**src/rtl/dram_page_pkg.sv**
```systemverilog
package dram_page_pkg;

    typedef enum logic [2:0] {
        ST_IDLE,
        ST_PRECH,
        ST_ROW,
        ST_COL,
        ST_REF_CAS,
        ST_REF_RAS,
        ST_REF_REC
    } dram_state_e;

    function automatic int max2(input int a, input int b);
        return (a > b) ? a : b;
    endfunction

endpackage

```
**src/rtl/dram_refresh_timer.sv**
```systemverilog
module dram_refresh_timer #(
    parameter int INTERVAL = 3906
) (
    input  logic clk,
    input  logic rst_n,
    input  logic ack,
    output logic pend
);
    localparam int CW = $clog2(INTERVAL + 1);

    logic [CW-1:0] tick_q;
    logic          wrap;

    assign wrap = (tick_q == CW'(INTERVAL - 1));

    always_ff @(posedge clk or negedge rst_n) begin
        if (!rst_n) begin
            tick_q <= '0;
            pend   <= 1'b0;
        end else begin
            tick_q <= wrap ? '0 : tick_q + 1'b1;
            if (wrap)
                pend <= 1'b1;
            else if (ack)
                pend <= 1'b0;
        end
    end
endmodule

```
**src/rtl/dram_delay_cnt.sv**
```systemverilog
module dram_delay_cnt #(
    parameter int W = 2
) (
    input  logic         clk,
    input  logic         rst_n,
    input  logic         load,
    input  logic [W-1:0] load_val,
    output logic         last
);
    logic [W-1:0] cnt_q;

    always_ff @(posedge clk or negedge rst_n) begin
        if (!rst_n)
            cnt_q <= '0;
        else if (load)
            cnt_q <= load_val;
        else if (cnt_q != '0)
            cnt_q <= cnt_q - 1'b1;
    end

    assign last = (cnt_q == '0);
endmodule

```
**src/rtl/dram_page_ctrl.sv**
```systemverilog
module dram_page_ctrl
    import dram_page_pkg::*;
#(
    parameter int ROW_W        = 4,
    parameter int COL_W        = 4,
    parameter int DATA_W       = 8,
    parameter int CLK_MHZ      = 125,
    parameter int RETENTION_US = 1000,
    parameter int T_RP         = 2,
    parameter int T_RCD        = 2,
    parameter int T_CAS        = 2,
    parameter int T_REF_LEAD   = 1
) (
    input  logic                                       clk,
    input  logic                                       rst_n,
    input  logic                                       req,
    input  logic                                       we,
    input  logic [ROW_W+COL_W-1:0]                     addr,
    input  logic [DATA_W-1:0]                          wdata,
    output logic [DATA_W-1:0]                          rdata,
    output logic                                       done,
    output logic                                       dram_ce_n,
    output logic                                       dram_rw_n,
    output logic                                       dram_ras_n,
    output logic                                       dram_cas_n,
    output logic [((ROW_W > COL_W) ? ROW_W : COL_W)-1:0] dram_a,
    output logic [DATA_W-1:0]                          dram_dq_out,
    output logic                                       dram_dq_oe,
    input  logic [DATA_W-1:0]                          dram_dq_in
);
    localparam int PIN_W        = (ROW_W > COL_W) ? ROW_W : COL_W;
    localparam int ROWS         = 1 << ROW_W;
    localparam int REF_INTERVAL = (RETENTION_US * CLK_MHZ) / (2 * ROWS);
    localparam int DLY_MAX      = max2(max2(T_RP, T_RCD), max2(T_CAS, T_REF_LEAD));
    localparam int CW           = $clog2(DLY_MAX + 1);

    dram_state_e       st_q, st_d;
    logic              row_open_q;
    logic [ROW_W-1:0]  open_row_q;
    logic              done_q;
    logic [DATA_W-1:0] rdata_q;
    logic [ROW_W-1:0]  req_row;
    logic [COL_W-1:0]  req_col;
    logic              take_req;
    logic              ref_pend;
    logic              ref_ack;
    logic              dly_load;
    logic              dly_last;
    logic [CW-1:0]     dly_val;

    assign req_row  = addr[ROW_W+COL_W-1:COL_W];
    assign req_col  = addr[COL_W-1:0];
    assign take_req = req && !done_q;
    assign dly_load = (st_d != st_q);
    assign ref_ack  = (st_d == ST_REF_CAS) && (st_q != ST_REF_CAS);

    dram_refresh_timer #(.INTERVAL(REF_INTERVAL)) u_ref_timer (
        .clk  (clk),
        .rst_n(rst_n),
        .ack  (ref_ack),
        .pend (ref_pend)
    );

    dram_delay_cnt #(.W(CW)) u_delay (
        .clk     (clk),
        .rst_n   (rst_n),
        .load    (dly_load),
        .load_val(dly_val),
        .last    (dly_last)
    );

    // next state
    always_comb begin
        st_d = st_q;
        unique case (st_q)
            ST_IDLE: begin
                if (ref_pend)
                    st_d = row_open_q ? ST_PRECH : ST_REF_CAS;
                else if (take_req) begin
                    if (!row_open_q)
                        st_d = ST_ROW;
                    else if (open_row_q == req_row)
                        st_d = ST_COL;
                    else
                        st_d = ST_PRECH;
                end
            end
            ST_PRECH:   if (dly_last) st_d = ref_pend ? ST_REF_CAS : ST_ROW;
            ST_ROW:     if (dly_last) st_d = ST_COL;
            ST_COL:     if (dly_last) st_d = ST_IDLE;
            ST_REF_CAS: if (dly_last) st_d = ST_REF_RAS;
            ST_REF_RAS: if (dly_last) st_d = ST_REF_REC;
            ST_REF_REC: if (dly_last) st_d = ST_IDLE;
            default:    st_d = ST_IDLE;
        endcase
    end

    // dwell count for the state being entered
    always_comb begin
        unique case (st_d)
            ST_PRECH:   dly_val = CW'(T_RP - 1);
            ST_ROW:     dly_val = CW'(T_RCD - 1);
            ST_COL:     dly_val = CW'(T_CAS - 1);
            ST_REF_CAS: dly_val = CW'(T_REF_LEAD - 1);
            ST_REF_RAS: dly_val = CW'(T_CAS - 1);
            ST_REF_REC: dly_val = CW'(T_RP - 1);
            default:    dly_val = '0;
        endcase
    end

    // state register and open-row bookkeeping
    always_ff @(posedge clk or negedge rst_n) begin
        if (!rst_n) begin
            st_q       <= ST_IDLE;
            row_open_q <= 1'b0;
            open_row_q <= '0;
            done_q     <= 1'b0;
            rdata_q    <= '0;
        end else begin
            st_q   <= st_d;
            done_q <= (st_q == ST_COL) && dly_last;
            if ((st_q == ST_COL) && dly_last && !we)
                rdata_q <= dram_dq_in;
            if (st_d == ST_PRECH)
                row_open_q <= 1'b0;
            else if ((st_q == ST_ROW) && (st_d == ST_COL)) begin
                row_open_q <= 1'b1;
                open_row_q <= req_row;
            end
        end
    end

    // pin outputs
    always_comb begin
        dram_ras_n  = 1'b1;
        dram_cas_n  = 1'b1;
        dram_rw_n   = 1'b1;
        dram_dq_oe  = 1'b0;
        dram_dq_out = '0;
        dram_a      = '0;
        unique case (st_q)
            ST_IDLE:    dram_ras_n = !row_open_q;
            ST_ROW: begin
                dram_ras_n = 1'b0;
                dram_a     = PIN_W'(req_row);
            end
            ST_COL: begin
                dram_ras_n  = 1'b0;
                dram_cas_n  = 1'b0;
                dram_a      = PIN_W'(req_col);
                dram_rw_n   = !we;
                dram_dq_oe  = we;
                dram_dq_out = wdata;
            end
            ST_REF_CAS: dram_cas_n = 1'b0;
            ST_REF_RAS: begin
                dram_cas_n = 1'b0;
                dram_ras_n = 1'b0;
            end
            default: ;
        endcase
        dram_ce_n = (st_q == ST_IDLE) && !row_open_q;
    end

    assign done  = done_q;
    assign rdata = rdata_q;
endmodule

```
**config.mk**
```make
export PLATFORM = sky130hd
export DESIGN_NAME = dram_page_ctrl
export DESIGN_NICKNAME = d
export VERILOG_FILES = /design/src/rtl/dram_page_pkg.sv /design/src/rtl/dram_refresh_timer.sv /design/src/rtl/dram_delay_cnt.sv /design/src/rtl/dram_page_ctrl.sv
export SDC_FILE = /design/constraint.sdc
export NUM_CORES = 1
export LEC_CHECK = 0
export BUFFER_PORTS_ARGS = -buffer_cell sky130_fd_sc_hd__buf_2
export CAP_MARGIN = 20
export CORE_ASPECT_RATIO = 1.1
export CORE_UTILIZATION = 34
export CTS_CLUSTER_DIAMETER = 80
export DETAILED_ROUTE_END_ITERATION = 16
export GPL_TIMING_DRIVEN = 0
export PLACE_DENSITY = 0.63
export REMOVE_ABC_BUFFERS = 1
export SLEW_MARGIN = 10
export SYNTH_ARGS = -nofsm -noshare
export SYNTH_HDL_FRONTEND = slang
export SYNTH_SLANG_ARGS = --single-unit
```
**constraint.sdc**
```tcl
create_clock -name clk -period 3.2 [get_ports clk]
set_clock_uncertainty 0.1 [all_clocks]
set_input_delay 0.16 -clock clk [delete_from_list [all_inputs] [get_ports clk]]
set_output_delay 0.16 -clock clk [all_outputs]
set_load 0.02 [all_outputs]
```
# Word level (Yosys, flattened, before mapping)

Cells that the tools add are included.

Register bits: 32
Input port bits: 28
Logic and storage cells: 73

Add/sub/neg operators: 2
Equality and inequality tests: 16
Mux-type cells: 26
Bitwise gates (word level): 1
Reductions and logical operators: 20

Operators by type and width:

| kind                                                | count |
|---|---|
| 2-to-1 mux 3 bit                                    | 9 |
| equality test 3 bit, second input constant          | 6 |
| one-hot mux 3 bit (6 select lines)                  | 1 |
| adder 12 x 1 -> 12 bit, second input constant       | 1 |
| equality test 12 bit, second input constant         | 1 |
| equality test 3 x 2 -> 1 bit, second input constant | 4 |
| 2-to-1 mux 12 bit                                   | 1 |
| 2-to-1 mux 1 bit                                    | 8 |
| 2-to-1 mux 2 bit                                    | 4 |
| 2-to-1 mux 8 bit                                    | 1 |
| one-hot mux 4 bit (2 select lines)                  | 1 |
| nonzero test 2 bit                                  | 4 |
| equality test 3 x 1 -> 1 bit, second input constant | 2 |
| logical AND 1 bit                                   | 6 |
| OR reduction 3 bit                                  | 2 |
| OR reduction 5 bit                                  | 1 |
| equality test 4 bit                                 | 1 |
| zero test 1 bit                                     | 3 |
| zero test 3 bit                                     | 1 |
| inequality test 3 bit                               | 1 |
| inequality test 3 bit, second input constant        | 1 |
| zero test 2 bit                                     | 1 |
| one-hot mux 1 bit (2 select lines)                  | 1 |
| AND reduction 2 bit                                 | 1 |
| other kinds (3)                                     | 3 |

# Longest topological paths before layout

Depth in word-level cells: 10
Depth in mapped cells: 8
Mapped depth without buffers: 8

# Hierarchy

From an unflattened synthesis, not the netlist that was laid out.

Cells, all modules: 177
Area total of the unflattened synthesis: 1824.2 um2

By module, submodules not included:

| module             | instances | cells each | area each (um2) | sequential area each (um2) |
|---|---|---|---|---|
| dram_page_ctrl     | 1         | 104        | 1073.5          | 425.4 |
| dram_refresh_timer | 1         | 61         | 636.9           | 325.3 |
| dram_delay_cnt     | 1         | 12         | 113.9           | 50.0 |

# Worst setup path before layout

OpenSTA, ideal clock, no wires.

Path type: register -> register
Start: register u_delay.cnt_q[0]
End: register open_row_q[0]
Library setup time: 0.125 ns
Arrival time: 1.622 ns
Data required time: 2.975 ns
Setup slack: 1.353 ns
Stages on the path, launching flop included: 6
Path buffers: 1
Path through: dfrtp_1 inv_1 ha_1 buf_2 nor3b_1 mux2_2

Cells in the longest elaborated chain, start to end: 6
Elaborated cells between the ends (all ways): 12
Classes of those cells: eq/ne (2); mux (6); bitwise (1); reduce/logical (3)

RTL lines:

| element                                                                      | line                                         | RTL |
|---|---|---|
| start, declared                                                              | dram_delay_cnt.sv:10                         | `logic [W-1:0] cnt_q;` |
| start signal, assigned                                                       | dram_delay_cnt.sv:16                         | `cnt_q <= load_val;` |
| start signal, assigned                                                       | dram_delay_cnt.sv:18                         | `cnt_q <= cnt_q - 1'b1;` |
| zero test 2 bit (*)                                                          | dram_delay_cnt.sv:21                         | `assign last = (cnt_q == '0);` |
| 2-to-1 mux 3 bit, on equally long branches                                   | -                                            |  |
| one-hot mux 3 bit (6 select lines) (*)                                       | dram_page_ctrl.sv:75                         | `unique case (st_q)` |
| equality test 3 x 2 -> 1 bit or equality test 3 x 1 -> 1 bit (tied branches) | dram_page_ctrl.sv:126, dram_page_ctrl.sv:124 |  |
| logical AND 1 bit or NOT 1 bit (tied branches)                               | -                                            |  |
| AND reduction 2 bit (no line) (*)                                            | -                                            |  |
| end signal, assigned                                                         | dram_page_ctrl.sv:128                        | `open_row_q <= req_row;` |
| end, declared                                                                | dram_page_ctrl.sv:39                         | `logic [ROW_W-1:0] open_row_q;` |

Mark *: on every way between the ends. The rest lies on a longest branch, timed or not.
A chain may end at the register's enable or synchronous reset.

# Final worst setup path

Start: register st_q[0]
End: register rdata_q[3], in the netlist rdata[3]

Cells in the longest elaborated chain, start to end: 3

RTL lines:

| element                        | line                  | RTL |
|---|---|---|
| start, declared                | dram_page_ctrl.sv:37  | `dram_state_e st_q, st_d;` |
| start signal, assigned         | dram_page_ctrl.sv:120 | `st_q <= st_d;` |
| equality test 3 x 2 -> 1 bit   | dram_page_ctrl.sv:122 | `if ((st_q == ST_COL) && dly_last && !we)` |
| logical AND 1 bit (2 in a row) | dram_page_ctrl.sv:122 |  |
| end signal, assigned           | dram_page_ctrl.sv:123 | `rdata_q <= dram_dq_in;` |
| end, declared                  | dram_page_ctrl.sv:41  | `logic [DATA_W-1:0] rdata_q;` |

No other way between the ends.

==> out/results.env <==
RUN_STATUS='complete, no violations'
SEQ_POWER_SHARE_PCT=35.7
TIMING.SETUP.CRITICAL_PATH_CLASS='flop to flop'
CP.ARRIVAL_NS=2.91
MAX-CLOCK-PATH-BUFFERS=2
VIA_COUNT_OF_THE_FIRST_GLOBAL_ROUTING_PASS=1384
CRITICAL_PATH.SLOWEST_CELL='sky130_fd_sc_hd__dfrtp_1'
SYNTHESIS.AREA_UM2=1730
MAXIMUM_SINGLE_STAGE_DELAY_ON_THE_CRITICAL_PATH_NS=0.72
FIRST_PASS_GRT_WIRE_LENGTH_MM=6.21
DRT_DRC_VIOLATIONS_LEFT=0
CELLINTERNALPOWER_W=0.00103
POST_CTS_HOLD_BUFFER_COUNT=1
CRITICAL_PATH.N_BUFFERS_INVERTERS=1
FIN_NETS=257
WORSTSETUPENDPOINTTYPE='flop'
POWER.SHARE.SWITCHING_PCT=41.6
ANT_NETS=0
VDD_DROP_MAX_mV=0.349
SYNTH_SEQ_AREA_SHARE_PCT=46.4
SHARE_COMB_OF_TOTAL_POWER_PCT=48.5
RSZ0062_AT_GRT='no'
TIMING_MAX_TRANSITION_VIOLATIONS_FINAL=0
FINAL_PERIOD_MINUS_WORST_SETUP_SLACK_NS=2.85
CRITICAL_PATH.TOP_DELAY_FAMILY='simple AND/OR/NAND/NOR gates'
AVGROUTEDWIREPERCELL_UM=12.0
DIEWIDTH_UM=69.9
CORE-AREA_UM2=4750
HOLD_EP='rdata[0]$_DFFE_PN0P_'
DIE_HEIGHT_UM=76.7
ROUTABILITYCONGESTION=0.798
YOSYS_SYNTHESIS_WARNING_COUNT=0
CLOCK_LATENCY_ON_THE_WORST_SKEW_PAIR_NS=0.28
HOLDCRITPATHCLASS='primary input to flop'
SLEW_HEADROOM_PCT=53.7
CLOCKROOTBUFFER='sky130_fd_sc_hd__clkbuf_8'
CTS_MAX_LEVEL=2
FINAL.PERIOD_UTILIZATION_PCT=89.2
SYNTH_ENABLE_FLOP_CELLS=0
REGISTER_TO_REGISTER_PATH_SETUP_SLACK_NS=0.35
SETUP_VIOL=0
BUFFER_PORTS.INSERTED=53
SYNTHTOLAYOUTAREAGROWTH_PCT=23.9
DRT-INITIAL-DRC-COUNT=64
CLOCK-SINKS=32
SYNTH_AREA_PER_CELL_UM2=10.2
TRACK_USAGE_PCT=14.2
FINAL.FILL_COUNT=481
ASYNC_RESET_FF_SHARE_PCT=100
HOLD_SLACK_NS=0.0139
HOLD_VIOL_FINAL=0
SYNTH_SEQ_CELLS=32
FIN_TOTAL_PWR_W=0.00176
DESIGN.DIE.AREA_UM2=5360
LEAKAGE_nW=1.01
ANTENNA_CELLS=0
CRITICAL_PATH.CELL_CHAIN='inv_1 > nor2_1 > and2_1 > nor2b_1 > mux2_2'
YOSYS-TOP-CELLS-AREA='sky130_fd_sc_hd__dfrtp_1 46%, sky130_fd_sc_hd__mux2_2 7.8%, sky130_fd_sc_hd__nor2_1 4.1%'
SYNTHDISTINCTLIBCELLS=41
WORSTPATHREQUIRED_NS=3.26
FLOORPLAN.INITIALDENSITY_PCT=36.3
POST_CTS_RESIZE_COUNT=0
OVERFLOW=0
P_SW_W=0.000732
SHARE_OF_THE_SYNTHESIZED_AREA_IN_THE_TOP_CELL_TYPE_PCT=46.4
MULTI_INPUT_AREA_UM2=861
SYNTH_AREA_LEADER='sky130_fd_sc_hd__dfrtp_1'
MAX_CLOCK_FREQ_MHz=350
TIMING.MAX_CAP.VIOLATIONS=0
WORSTREG2REGSTART='st_q[0]$_DFF_PN0_'
WORSTMARGINPINSLEW_NS=0.694
FIRSTDRTPASSITERS=4
FLOORPLAN.ROWS=26
WORSTPATHMAXFANOUT=17
POSTSYNTH.TOPFLOPCELL='sky130_fd_sc_hd__dfrtp_1'
PIN_COUNT_OF_THE_BIGGEST_NET_ENTERING_GLOBAL_ROUTING=33
FINAL_LAYOUT_SIZE_SUFFIX_GT1_SHARE_PCT=32.7
CLOCK_POWER_SHARE_PCT=15.9
DETAILED_PLACE_HPWL_MM=2.53
START_KIND='flop'
CTS_TREE='built'
POWER.DENSITY_nW_PER_UM2=822
IO_PINS=54
FINALSETUPTNS_NS=0
AREA_OF_ALL_SEQUENTIAL_STANDARD_CELLS_UM2=801
SYN-INSTANCE-COUNT=169
VIAS=1414
DETAIL_ROUTE.WIRELENGTH_MM=3.40
INITIAL_ANTENNA_VIOLATION_COUNT=0
WORST_SETUP_HOLD_PATH_CLK_SLEW_NS=0.06
CTS_POST_SETUP_BUFFERS_INSERTED=0
WORST_HOLD_PATH.NUM_CELLS=2
WORST-R2R-CELL-COUNT=5
CTS_INSERTED_BUFFERS=5
DRT-VIAS-PER-INSTANCE=5.01
REGTOREGENDPOINT='rdata[3]$_DFFE_PN0P_'
HP-START='dram_dq_in[0]'
## logic make-up (layout without fill, tap and decap cells)
family / count (synthesis) / after routing / share of synthesized area [%]
AO/OA/AOI/OAI: 27 / 27 / 10.6
flip-flops: 32 / 32 / 46.4
AND/OR/NAND/NOR: 62 / 62 / 19.9
buffers and inverters: 15 / 72 / 3.70
adder cells (fa/ha/maj): 3 / 3 / 2.18
XOR/XNOR: 14 / 14 / 7.11
multiplexers: 16 / 16 / 10.2
## layout make-up
class | count | share of cell area (%)
clock buffers | 6 | 3.39
clock inverters | 1 | 0.234
inverters | 9 | 1.58
flip-flops and latches | 32 | 37.4
multi-input cells | 122 | 40.3
repair buffers | 56 | 13.8
well taps | 56 | 3.28
## worst max-delay path by stage
| stage | from | end | cells after the start |
|---|---|---|---|
| 6_report | st_q[0]$_DFF_PN0_ | rdata[3]$_DFFE_PN0P_ | 5 |
| 5_1_grt | st_q[0]$_DFF_PN0_ | rdata[0]$_DFFE_PN0P_ | 5 |
| 4_1_cts | st_q[0]$_DFF_PN0_ | rdata[3]$_DFFE_PN0P_ | 5 |
| 3_5_place_dp | st_q[0]$_DFF_PN0_ | rdata[3]$_DFFE_PN0P_ | 5 |
| 3_3_place_gp | st_q[0]$_DFF_PN0_ | rdata[3]$_DFFE_PN0P_ | 5 |
| 2_1_floorplan | st_q[0]$_DFF_PN0_ | rdata[0]$_DFFE_PN0P_ | 5 |
## registers in the layout, summed over array words and instances (netlist names)
signal / flops
open_row_q: 4
u_delay.cnt_q: 2
st_q: 3
row_open_q: 1
u_ref_timer.pend: 1
done: 1
u_ref_timer.tick_q: 12
rdata: 8
## power by group through the flow
| stage | clock network [W] | logic [W] | registers, W |
|---|---|---|---|
| 2_1_floorplan | 0 | 0.000548 | 0.000683 |
| 3_3_place_gp | 0 | 0.000847 | 0.000629 |
| 3_5_place_dp | 0 | 0.000856 | 0.000634 |
| 4_1_cts | 0.000297 | 0.000860 | 0.000627 |
| 5_1_grt | 0.000315 | 0.000944 | 0.000649 |
| 6_report | 0.000279 | 0.000852 | 0.000627 |
## Yosys cell counts, types with 2 or more instances
cell type,instances
sky130_fd_sc_hd__dfrtp_1,32
sky130_fd_sc_hd__o21ai_0,7
sky130_fd_sc_hd__mux2i_1,4
sky130_fd_sc_hd__and2_1,9
sky130_fd_sc_hd__buf_2,3
sky130_fd_sc_hd__mux2_2,12
sky130_fd_sc_hd__o22ai_1,2
sky130_fd_sc_hd__a21oi_1,5
sky130_fd_sc_hd__nor2_1,19
sky130_fd_sc_hd__nor3_1,4
sky130_fd_sc_hd__a32o_1,2
sky130_fd_sc_hd__nor2b_1,3
sky130_fd_sc_hd__inv_1,9
sky130_fd_sc_hd__ha_1,3
sky130_fd_sc_hd__nor4_1,2
sky130_fd_sc_hd__xor2_1,8
sky130_fd_sc_hd__nand3_1,5
sky130_fd_sc_hd__nand2b_1,3
sky130_fd_sc_hd__nand2_1,7
sky130_fd_sc_hd__or3b_1,2
sky130_fd_sc_hd__xnor2_1,6
sky130_fd_sc_hd__clkbuf_1,2
sky130_fd_sc_hd__o21a_1,2
## through the flow
step	cell area [um2]	util [%]	std cells	setup slack (ns)
after global placement	2030	42.8	272	0.364
after global routing	2140	45.0	282	0.0568
after floorplan	1700	-	163	0.926
after CTS	2120	44.6	280	0.317
after detailed placement	2030	42.8	272	0.325
final	2140	45.0	282	0.347
## cell usage in the layout, fill, tap and decap left out, types with 6 or more instances in the layout
master and n:
sky130_fd_sc_hd__buf_2 53, sky130_fd_sc_hd__dfrtp_1 32, sky130_fd_sc_hd__nor2_1 19, sky130_fd_sc_hd__mux2_2 12
sky130_fd_sc_hd__inv_1 9, sky130_fd_sc_hd__and2_1 9, sky130_fd_sc_hd__xor2_1 8, sky130_fd_sc_hd__o21ai_0 7
sky130_fd_sc_hd__nand2_1 7, sky130_fd_sc_hd__xnor2_1 6
## layer usage
layer / vias to the layer above / routed length, um / track usage (%)
li1: 706 / - / -
met1: 671 / 1470 / 16.9
met2: 27 / 1740 / 23.9
met3: 10 / 131 / 4.60
met4: 0 / 61 / 5.20
met5: - / 0 / 0
(Power assumes the default switching activity.)
